`config.mk`:
```
export PLATFORM = sky130hd
export DESIGN_NAME = sdram_init_seq
export DESIGN_NICKNAME = d
export VERILOG_FILES = /design/src/rtl/sdram_init_pkg.sv /design/src/rtl/sdram_init_ctrl.sv /design/src/rtl/sdram_init_datapath.sv /design/src/rtl/sdram_init_seq.sv
export SDC_FILE = /design/constraint.sdc
export NUM_CORES = 1
export LEC_CHECK = 0
export ABC_AREA = 1
export CELL_PAD_IN_SITES_DETAIL_PLACEMENT = 0
export CELL_PAD_IN_SITES_GLOBAL_PLACEMENT = 1
export CORE_AREA = 3 3 87 89
export DETAILED_ROUTE_END_ITERATION = 6
export DIE_AREA = 0 0 90 92
export PLACE_DENSITY_LB_ADDON = 0.1
export SETUP_SLACK_MARGIN = 0.15
export SYNTH_ARGS = -nofsm -noshare
export SYNTH_HDL_FRONTEND = slang
export SYNTH_SLANG_ARGS = --single-unit
```
`constraint.sdc`:
```
create_clock -name clk -period 3.7 [get_ports clk]
set_input_delay 0.74 -clock clk [delete_from_list [all_inputs] [get_ports clk]]
set_output_delay 0.74 -clock clk [all_outputs]
set_load 0.01 [all_outputs]
```
`src/rtl/sdram_init_pkg.sv`:
```
package sdram_init_pkg;

  typedef enum logic [1:0] {
    CMD_NOP = 2'd0,
    CMD_PRE = 2'd1,
    CMD_REF = 2'd2,
    CMD_LMR = 2'd3
  } memCmd_e;

  typedef struct packed {
    logic    ckeOn;
    memCmd_e cmd;
    logic    seqDone;
  } seqStrobe_t;

  // {ras_n, cas_n, we_n} for each command
  function automatic logic [2:0] cmdPins(input memCmd_e c);
    case (c)
      CMD_PRE: cmdPins = 3'b010;
      CMD_REF: cmdPins = 3'b001;
      CMD_LMR: cmdPins = 3'b000;
      default: cmdPins = 3'b111;
    endcase
  endfunction

endpackage

```
`src/rtl/sdram_init_ctrl.sv`:
```
module sdram_init_ctrl
  import sdram_init_pkg::*;
#(
  parameter int DELAY_W     = 16,
  parameter int RP_W        = 3,
  parameter int RFC_W       = 4,
  parameter int MRD_W       = 3,
  parameter int NUM_REFRESH = 8
) (
  input  logic               clk,
  input  logic               rstN,
  input  logic               initStrobe,
  input  logic [DELAY_W-1:0] startDelay,
  input  logic [RP_W-1:0]    tRp,
  input  logic [RFC_W-1:0]   tRfc,
  input  logic [MRD_W-1:0]   tMrd,
  output seqStrobe_t         strobe
);

  localparam int W_A   = (DELAY_W > RP_W) ? DELAY_W : RP_W;
  localparam int W_B   = (RFC_W > MRD_W) ? RFC_W : MRD_W;
  localparam int CNT_W = (W_A > W_B) ? W_A : W_B;
  localparam int REF_W = (NUM_REFRESH > 1) ? $clog2(NUM_REFRESH) : 1;
  localparam logic [REF_W-1:0] LAST_REF = REF_W'(NUM_REFRESH - 1);

  typedef enum logic [2:0] {
    ST_NOP,
    ST_PRE,
    ST_REF,
    ST_LMR,
    ST_DONE
  } seqState_e;

  seqState_e        state;
  logic [CNT_W-1:0] cnt;
  logic [REF_W-1:0] refIdx;
  logic [CNT_W-1:0] target;
  logic [CNT_W:0]   cntInc;
  logic             lastCycle;

  // Length of the phase the sequencer is in; the issue cycle counts as its first clock.
  always_comb begin
    case (state)
      ST_NOP:  target = CNT_W'(startDelay);
      ST_PRE:  target = CNT_W'(tRp);
      ST_REF:  target = CNT_W'(tRfc);
      ST_LMR:  target = CNT_W'(tMrd);
      default: target = '0;
    endcase
  end

  assign cntInc    = {1'b0, cnt} + (CNT_W + 1)'(1);
  assign lastCycle = (cntInc >= {1'b0, target});

  always_ff @(posedge clk or negedge rstN) begin
    if (!rstN) begin
      state  <= ST_NOP;
      cnt    <= '0;
      refIdx <= '0;
    end else if (initStrobe) begin
      state  <= ST_NOP;
      cnt    <= '0;
      refIdx <= '0;
    end else begin
      case (state)
        ST_NOP: begin
          if (lastCycle) begin
            state <= ST_PRE;
            cnt   <= '0;
          end else begin
            cnt <= cntInc[CNT_W-1:0];
          end
        end
        ST_PRE: begin
          if (lastCycle) begin
            state <= ST_REF;
            cnt   <= '0;
          end else begin
            cnt <= cntInc[CNT_W-1:0];
          end
        end
        ST_REF: begin
          if (lastCycle) begin
            cnt <= '0;
            if (refIdx == LAST_REF) begin
              state  <= ST_LMR;
              refIdx <= '0;
            end else begin
              refIdx <= refIdx + REF_W'(1);
            end
          end else begin
            cnt <= cntInc[CNT_W-1:0];
          end
        end
        ST_LMR: begin
          if (lastCycle) begin
            state <= ST_DONE;
            cnt   <= '0;
          end else begin
            cnt <= cntInc[CNT_W-1:0];
          end
        end
        default: begin
          state <= ST_DONE;
        end
      endcase
    end
  end

  // Strobes to the datapath: a command only on the first clock of its phase.
  always_comb begin
    strobe.ckeOn   = 1'b1;
    strobe.seqDone = (state == ST_DONE);
    strobe.cmd     = CMD_NOP;
    if (cnt == '0) begin
      case (state)
        ST_PRE:  strobe.cmd = CMD_PRE;
        ST_REF:  strobe.cmd = CMD_REF;
        ST_LMR:  strobe.cmd = CMD_LMR;
        default: strobe.cmd = CMD_NOP;
      endcase
    end
  end

endmodule

```
`src/rtl/sdram_init_datapath.sv`:
```
module sdram_init_datapath
  import sdram_init_pkg::*;
#(
  parameter int ADDR_W   = 14,
  parameter int BA_W     = 2,
  parameter int CS_W     = 8,
  parameter int CL_W     = 3,
  parameter int BL_W     = 2,
  parameter int PALL_BIT = 10
) (
  input  logic              clk,
  input  logic              rstN,
  input  seqStrobe_t        strobe,
  input  logic [CL_W-1:0]   casLat,
  input  logic [BL_W-1:0]   burstEnc,
  output logic              memCke,
  output logic [CS_W-1:0]   memCsN,
  output logic              memRasN,
  output logic              memCasN,
  output logic              memWeN,
  output logic [ADDR_W-1:0] memAddr,
  output logic [BA_W-1:0]   memBa,
  output logic              memDqm,
  output logic              initDone
);

  localparam int BL_FIELD_W = 3;
  localparam int BT_BIT     = 3;
  localparam int CL_LSB     = 4;
  localparam logic [ADDR_W-1:0] PALL_WORD = ADDR_W'(1) << PALL_BIT;

  logic [ADDR_W-1:0] modeWord;
  logic [ADDR_W-1:0] addrNext;
  logic [CS_W-1:0]   csNext;

  // Mode word: burst code, sequential burst type, CAS latency, upper bits zero.
  always_comb begin
    modeWord = '0;
    modeWord[BL_FIELD_W-1:0]     = BL_FIELD_W'(burstEnc);
    modeWord[BT_BIT]             = 1'b0;
    modeWord[CL_LSB +: CL_W]     = casLat;
  end

  always_comb begin
    case (strobe.cmd)
      CMD_PRE: addrNext = PALL_WORD;
      CMD_LMR: addrNext = modeWord;
      default: addrNext = '0;
    endcase
    csNext = (strobe.cmd == CMD_NOP) ? '1 : '0;
  end

  always_ff @(posedge clk or negedge rstN) begin
    if (!rstN) begin
      memCke   <= 1'b0;
      memCsN   <= '1;
      memRasN  <= 1'b1;
      memCasN  <= 1'b1;
      memWeN   <= 1'b1;
      memAddr  <= '0;
      memBa    <= '0;
      memDqm   <= 1'b1;
      initDone <= 1'b0;
    end else begin
      memCke                      <= strobe.ckeOn;
      memCsN                      <= csNext;
      {memRasN, memCasN, memWeN}  <= cmdPins(strobe.cmd);
      memAddr                     <= addrNext;
      memBa                       <= '0;
      memDqm                      <= ~strobe.seqDone;
      initDone                    <= strobe.seqDone;
    end
  end

endmodule

```
`src/rtl/sdram_init_seq.sv`:
```
module sdram_init_seq
  import sdram_init_pkg::*;
#(
  parameter int DELAY_W     = 16,
  parameter int RP_W        = 3,
  parameter int RFC_W       = 4,
  parameter int MRD_W       = 3,
  parameter int CL_W        = 3,
  parameter int BL_W        = 2,
  parameter int ADDR_W      = 14,
  parameter int BA_W        = 2,
  parameter int CS_W        = 8,
  parameter int NUM_REFRESH = 8,
  parameter int PALL_BIT    = 10
) (
  input  logic              clk,
  input  logic              rstN,
  input  logic              initStrobe,
  input  logic [DELAY_W-1:0] startDelay,
  input  logic [RP_W-1:0]   tRp,
  input  logic [RFC_W-1:0]  tRfc,
  input  logic [MRD_W-1:0]  tMrd,
  input  logic [CL_W-1:0]   casLat,
  input  logic [BL_W-1:0]   burstEnc,
  output logic              memCke,
  output logic [CS_W-1:0]   memCsN,
  output logic              memRasN,
  output logic              memCasN,
  output logic              memWeN,
  output logic [ADDR_W-1:0] memAddr,
  output logic [BA_W-1:0]   memBa,
  output logic              memDqm,
  output logic              initDone
);

  seqStrobe_t strobe;

  sdram_init_ctrl #(
    .DELAY_W    (DELAY_W),
    .RP_W       (RP_W),
    .RFC_W      (RFC_W),
    .MRD_W      (MRD_W),
    .NUM_REFRESH(NUM_REFRESH)
  ) ctrl_i (
    .clk       (clk),
    .rstN      (rstN),
    .initStrobe(initStrobe),
    .startDelay(startDelay),
    .tRp       (tRp),
    .tRfc      (tRfc),
    .tMrd      (tMrd),
    .strobe    (strobe)
  );

  sdram_init_datapath #(
    .ADDR_W  (ADDR_W),
    .BA_W    (BA_W),
    .CS_W    (CS_W),
    .CL_W    (CL_W),
    .BL_W    (BL_W),
    .PALL_BIT(PALL_BIT)
  ) dp_i (
    .clk     (clk),
    .rstN    (rstN),
    .strobe  (strobe),
    .casLat  (casLat),
    .burstEnc(burstEnc),
    .memCke  (memCke),
    .memCsN  (memCsN),
    .memRasN (memRasN),
    .memCasN (memCasN),
    .memWeN  (memWeN),
    .memAddr (memAddr),
    .memBa   (memBa),
    .memDqm  (memDqm),
    .initDone(initDone)
  );

endmodule

```
==> impl_metrics.yaml <==
route:
  postRouteAntennaNets: 0
  first_iter_violations: 120
  firstDrtPassIters: 4
  wl_per_cell_um: 12.6
  viasPerCell: 4.50
  vias: 2037
  post-route-drc-count: 0
  drt_wl_total_um: 5690
floorplanning:
  die_y_um: 92
  ioPinCount: 64
  start_util: 0.349
  dieArea_um2: 8280
  core_um2: 6830
  die_w_um: 90
  rows: 30
layout:
  diodes: 0
  final_nets: 410
  multi_input_area_um2: 1230
  fillers: 711
  area_growth_pct: 25.6
  seq_area_um2: 856
  finalNonFillerCells: 453
  layout-drive-gt1-share: 0.0532
worst_setup_path:
  end_kind: "flop"
  crit_type: "flop to flop"
  worst_ep_required_time_ns: 3.93
  crit_fanout: 17
  crit_arrival_ns: 3.19
  startpoint_type: "flop"
logic_synthesis:
  syn-cell-area_um2: 2380
  synth_simple_gate_area_frac: 0.255
  synth_xor_area_frac: 0.0405
  syn_avg_cell_area_um2: 7.68
  ys.flop_type: "dfrtp_1"
  syn-instance-count: 310
  yosys.area.top_type: "dfrtp_1"
  synth_top_family_by_area: "simple AND/OR/NAND/NOR gates"
  synthAdderAreaFrac: 0.105
  synth_compound_area_frac: 0.0988
  synthMuxAreaShare: 0
  seq_area_frac_synth: 0.359
  synth_most_common_cell: "nand2_1"
  synth-edff-count: 0
  synth_top_area_share: 0.315
  synth.area.top_cells: "dfrtp_1 (32%), ha_1 (11%), nand2_1 (9.6%), inv_1 (6.6%), buf_4 (5.7%)"
  yosys_warnings: 0
  synthTopCellsByCount: "nand2_1 (61), inv_1 (42), nor2_1 (32), dfrtp_1 (30), nand3_1 (25)"
  synth_seq_cells: 34
  synth_cell_type_count: 31
  async_reset_ff_frac: 1.00
grt:
  grt_pass1_wl_um: 9600
  grt_pass1_vias: 1965
  grt_antenna_before_repair: 0
  overflow: 0
  grt_max_degree: 35
  grt_usage: 0.146
clock_network:
  post_cts_buffers: 0
  cts_resized: 0
  hold_buffers: 0
  cts.sinks: 34
  cts_max_level: 2
  cts_tree: "done"
  clk_latency_ns: 0.29
  clkTransAtPathRegs_ns: 0.08
  cts_buffers: 5
  cts-root-buf: "clkbuf_8"
  ctsLongestPathBuffers: 2
sta:
  worst_pin_slew_ns: 0.799
  setup_viol: 0
  finClkSkew_ns: 0.0103
  final_max_slew_viol_count: 0
  setup_tns_ns: 0
  hold_viol: 0
  relSlewSlack: 0.467
  period_minus_slack_ns: 2.96
  finalCritPeriodShare: 0.801
  rsz0062_at_grt: "no"
  max_freq_ghz: 0.338
power_and_ir_drop:
  switchingPower_uw: 536
  switching_share: 0.394
  pwr-share-comb: 0.455
  power_density_nw_per_um2: 455
  vdd_drop_max_mv: 0.146
  pwr-share-clk: 0.203
  p_int_uw: 825
  p_leak_uw: 0.00142
  power_frac_seq: 0.342
job:
  maxCapViolations: 0
run_status:
  status: "complete, no violations"
placement:
  numPortBuffers: 53
  place_congestion: 0.798
  dp_hpwl_um: 4410
  dpl.cell_count: 445
hold_path:
  hold_class: "flop to flop"
==> layer usage <==
layer	vias to the layer above	wire [um]	GRT usage
li1	1061	-	-
met1	918	2720	0.198
met2	51	2630	0.235
met3	7	240	0.0238
met4	0	90	0.0510
met5	-	0	0
==> stage by stage <==
step	utilization	instance area (um2)	power [uW]	setup WS [ns]	hold slack, ns
3_3_place_gp	0.426	2910	1110	0.530	0.473
3_5_place_dp	0.426	2910	1100	0.555	0.486
5_1_grt	0.438	2990	1480	0.313	0.559
4_1_cts	0.438	2990	1380	0.707	0.504
6_report	0.438	2990	1360	0.738	0.500
2_1_floorplan	-	2410	887	1.12	0.444
==> worst max-delay path: stages (launching register included) <==
cell,delay (ns)
dfrtp_1,0.40
ha_1,0.20
nand2_1,0.08
nor2_1,0.13
nand2_1,0.13
nor2_1,0.21
nand2_1,0.11
xor2_1,0.24
ha_1,0.31
nand3_1,0.10
a21oi_1,0.04
nor2_1,0.20
nand3_4,0.14
nor2_8,0.25
nand2_2,0.10
nand2_1,0.12
nand2_1,0.06
nand2_1,0.06
==> cells by family after synthesis <==
| kind of cell | after synthesis |
|---|---|
| flops | 34 |
| other cells | 2 |
| fa+ha+maj | 20 |
| compound gates | 40 |
| xor+xnor | 11 |
| buf+inv | 67 |
| simple gates | 136 |
==> final timing paths <==
kind,start,endpoint,slack (ns),cells past startpoint
max,ctrl_i.cnt[0]$_DFFE_PN0P_,ctrl_i.state[1]$_DFFE_PN0P_,0.74,17
min,ctrl_i.refIdx[1]$_DFFE_PN0P_,ctrl_i.refIdx[1]$_DFFE_PN0P_,0.50,2
max reg2reg,ctrl_i.cnt[0]$_DFFE_PN0P_,ctrl_i.state[1]$_DFFE_PN0P_,0.74,17
min reg2reg,ctrl_i.refIdx[1]$_DFFE_PN0P_,ctrl_i.refIdx[1]$_DFFE_PN0P_,0.50,2
max in group asynchronous,rstN,dp_i.memCasN$_DFF_PN1_,2.47,2
min in group asynchronous,rstN,ctrl_i.cnt[11]$_DFFE_PN0P_,0.87,2
==> cells in the final DEF, fill, tap and decap left out, types with 3 or more instances in the layout <==
cell type / Yosys / final
dfstp_2: 4 / 4
a22o_1: 3 / 3
conb_1: 2 / 11
nand4_1: 6 / 6
dfrtp_1: 30 / 30
clkdlybuf4s50_1: 0 / 53
nand2_1: 61 / 61
a21oi_1: 7 / 7
xor2_1: 11 / 11
inv_1: 42 / 42
ha_1: 20 / 20
nor2_1: 32 / 32
nand3_1: 25 / 25
o21ai_1: 5 / 5
nor3_1: 5 / 5
clkbuf_8: 0 / 5
o21ai_0: 17 / 17
==> area by class of cell <==
type,instances,area share
sequential,34,0.286
clock inverter,2,0.00335
tap,96,0.0402
clock buffer,6,0.0243
inverter,42,0.0527
multi-input combinational,218,0.411
timing repair buffer,55,0.182
==> sequential cells by signal (all words and copies together) (netlist names) <==
name	count
dp_i.memDqm	1
ctrl_i.refIdx	3
dp_i.memCasN	1
dp_i.initDone	1
ctrl_i.cnt	16
dp_i.memCsN	1
dp_i.memWeN	1
dp_i.memCke	1
ctrl_i.state	3
dp_i.memAddr	6
==> power groups by stage <==
stage | clock network [uW] | logic (uW) | registers [uW]
finish | 276 | 619 | 466
global route | 301 | 707 | 475
CTS | 284 | 631 | 466
detailed placement | 0 | 628 | 473
global placement | 0 | 634 | 472
floorplan | 0 | 414 | 474
No activity file was read; power rests on OpenSTA's default activity.
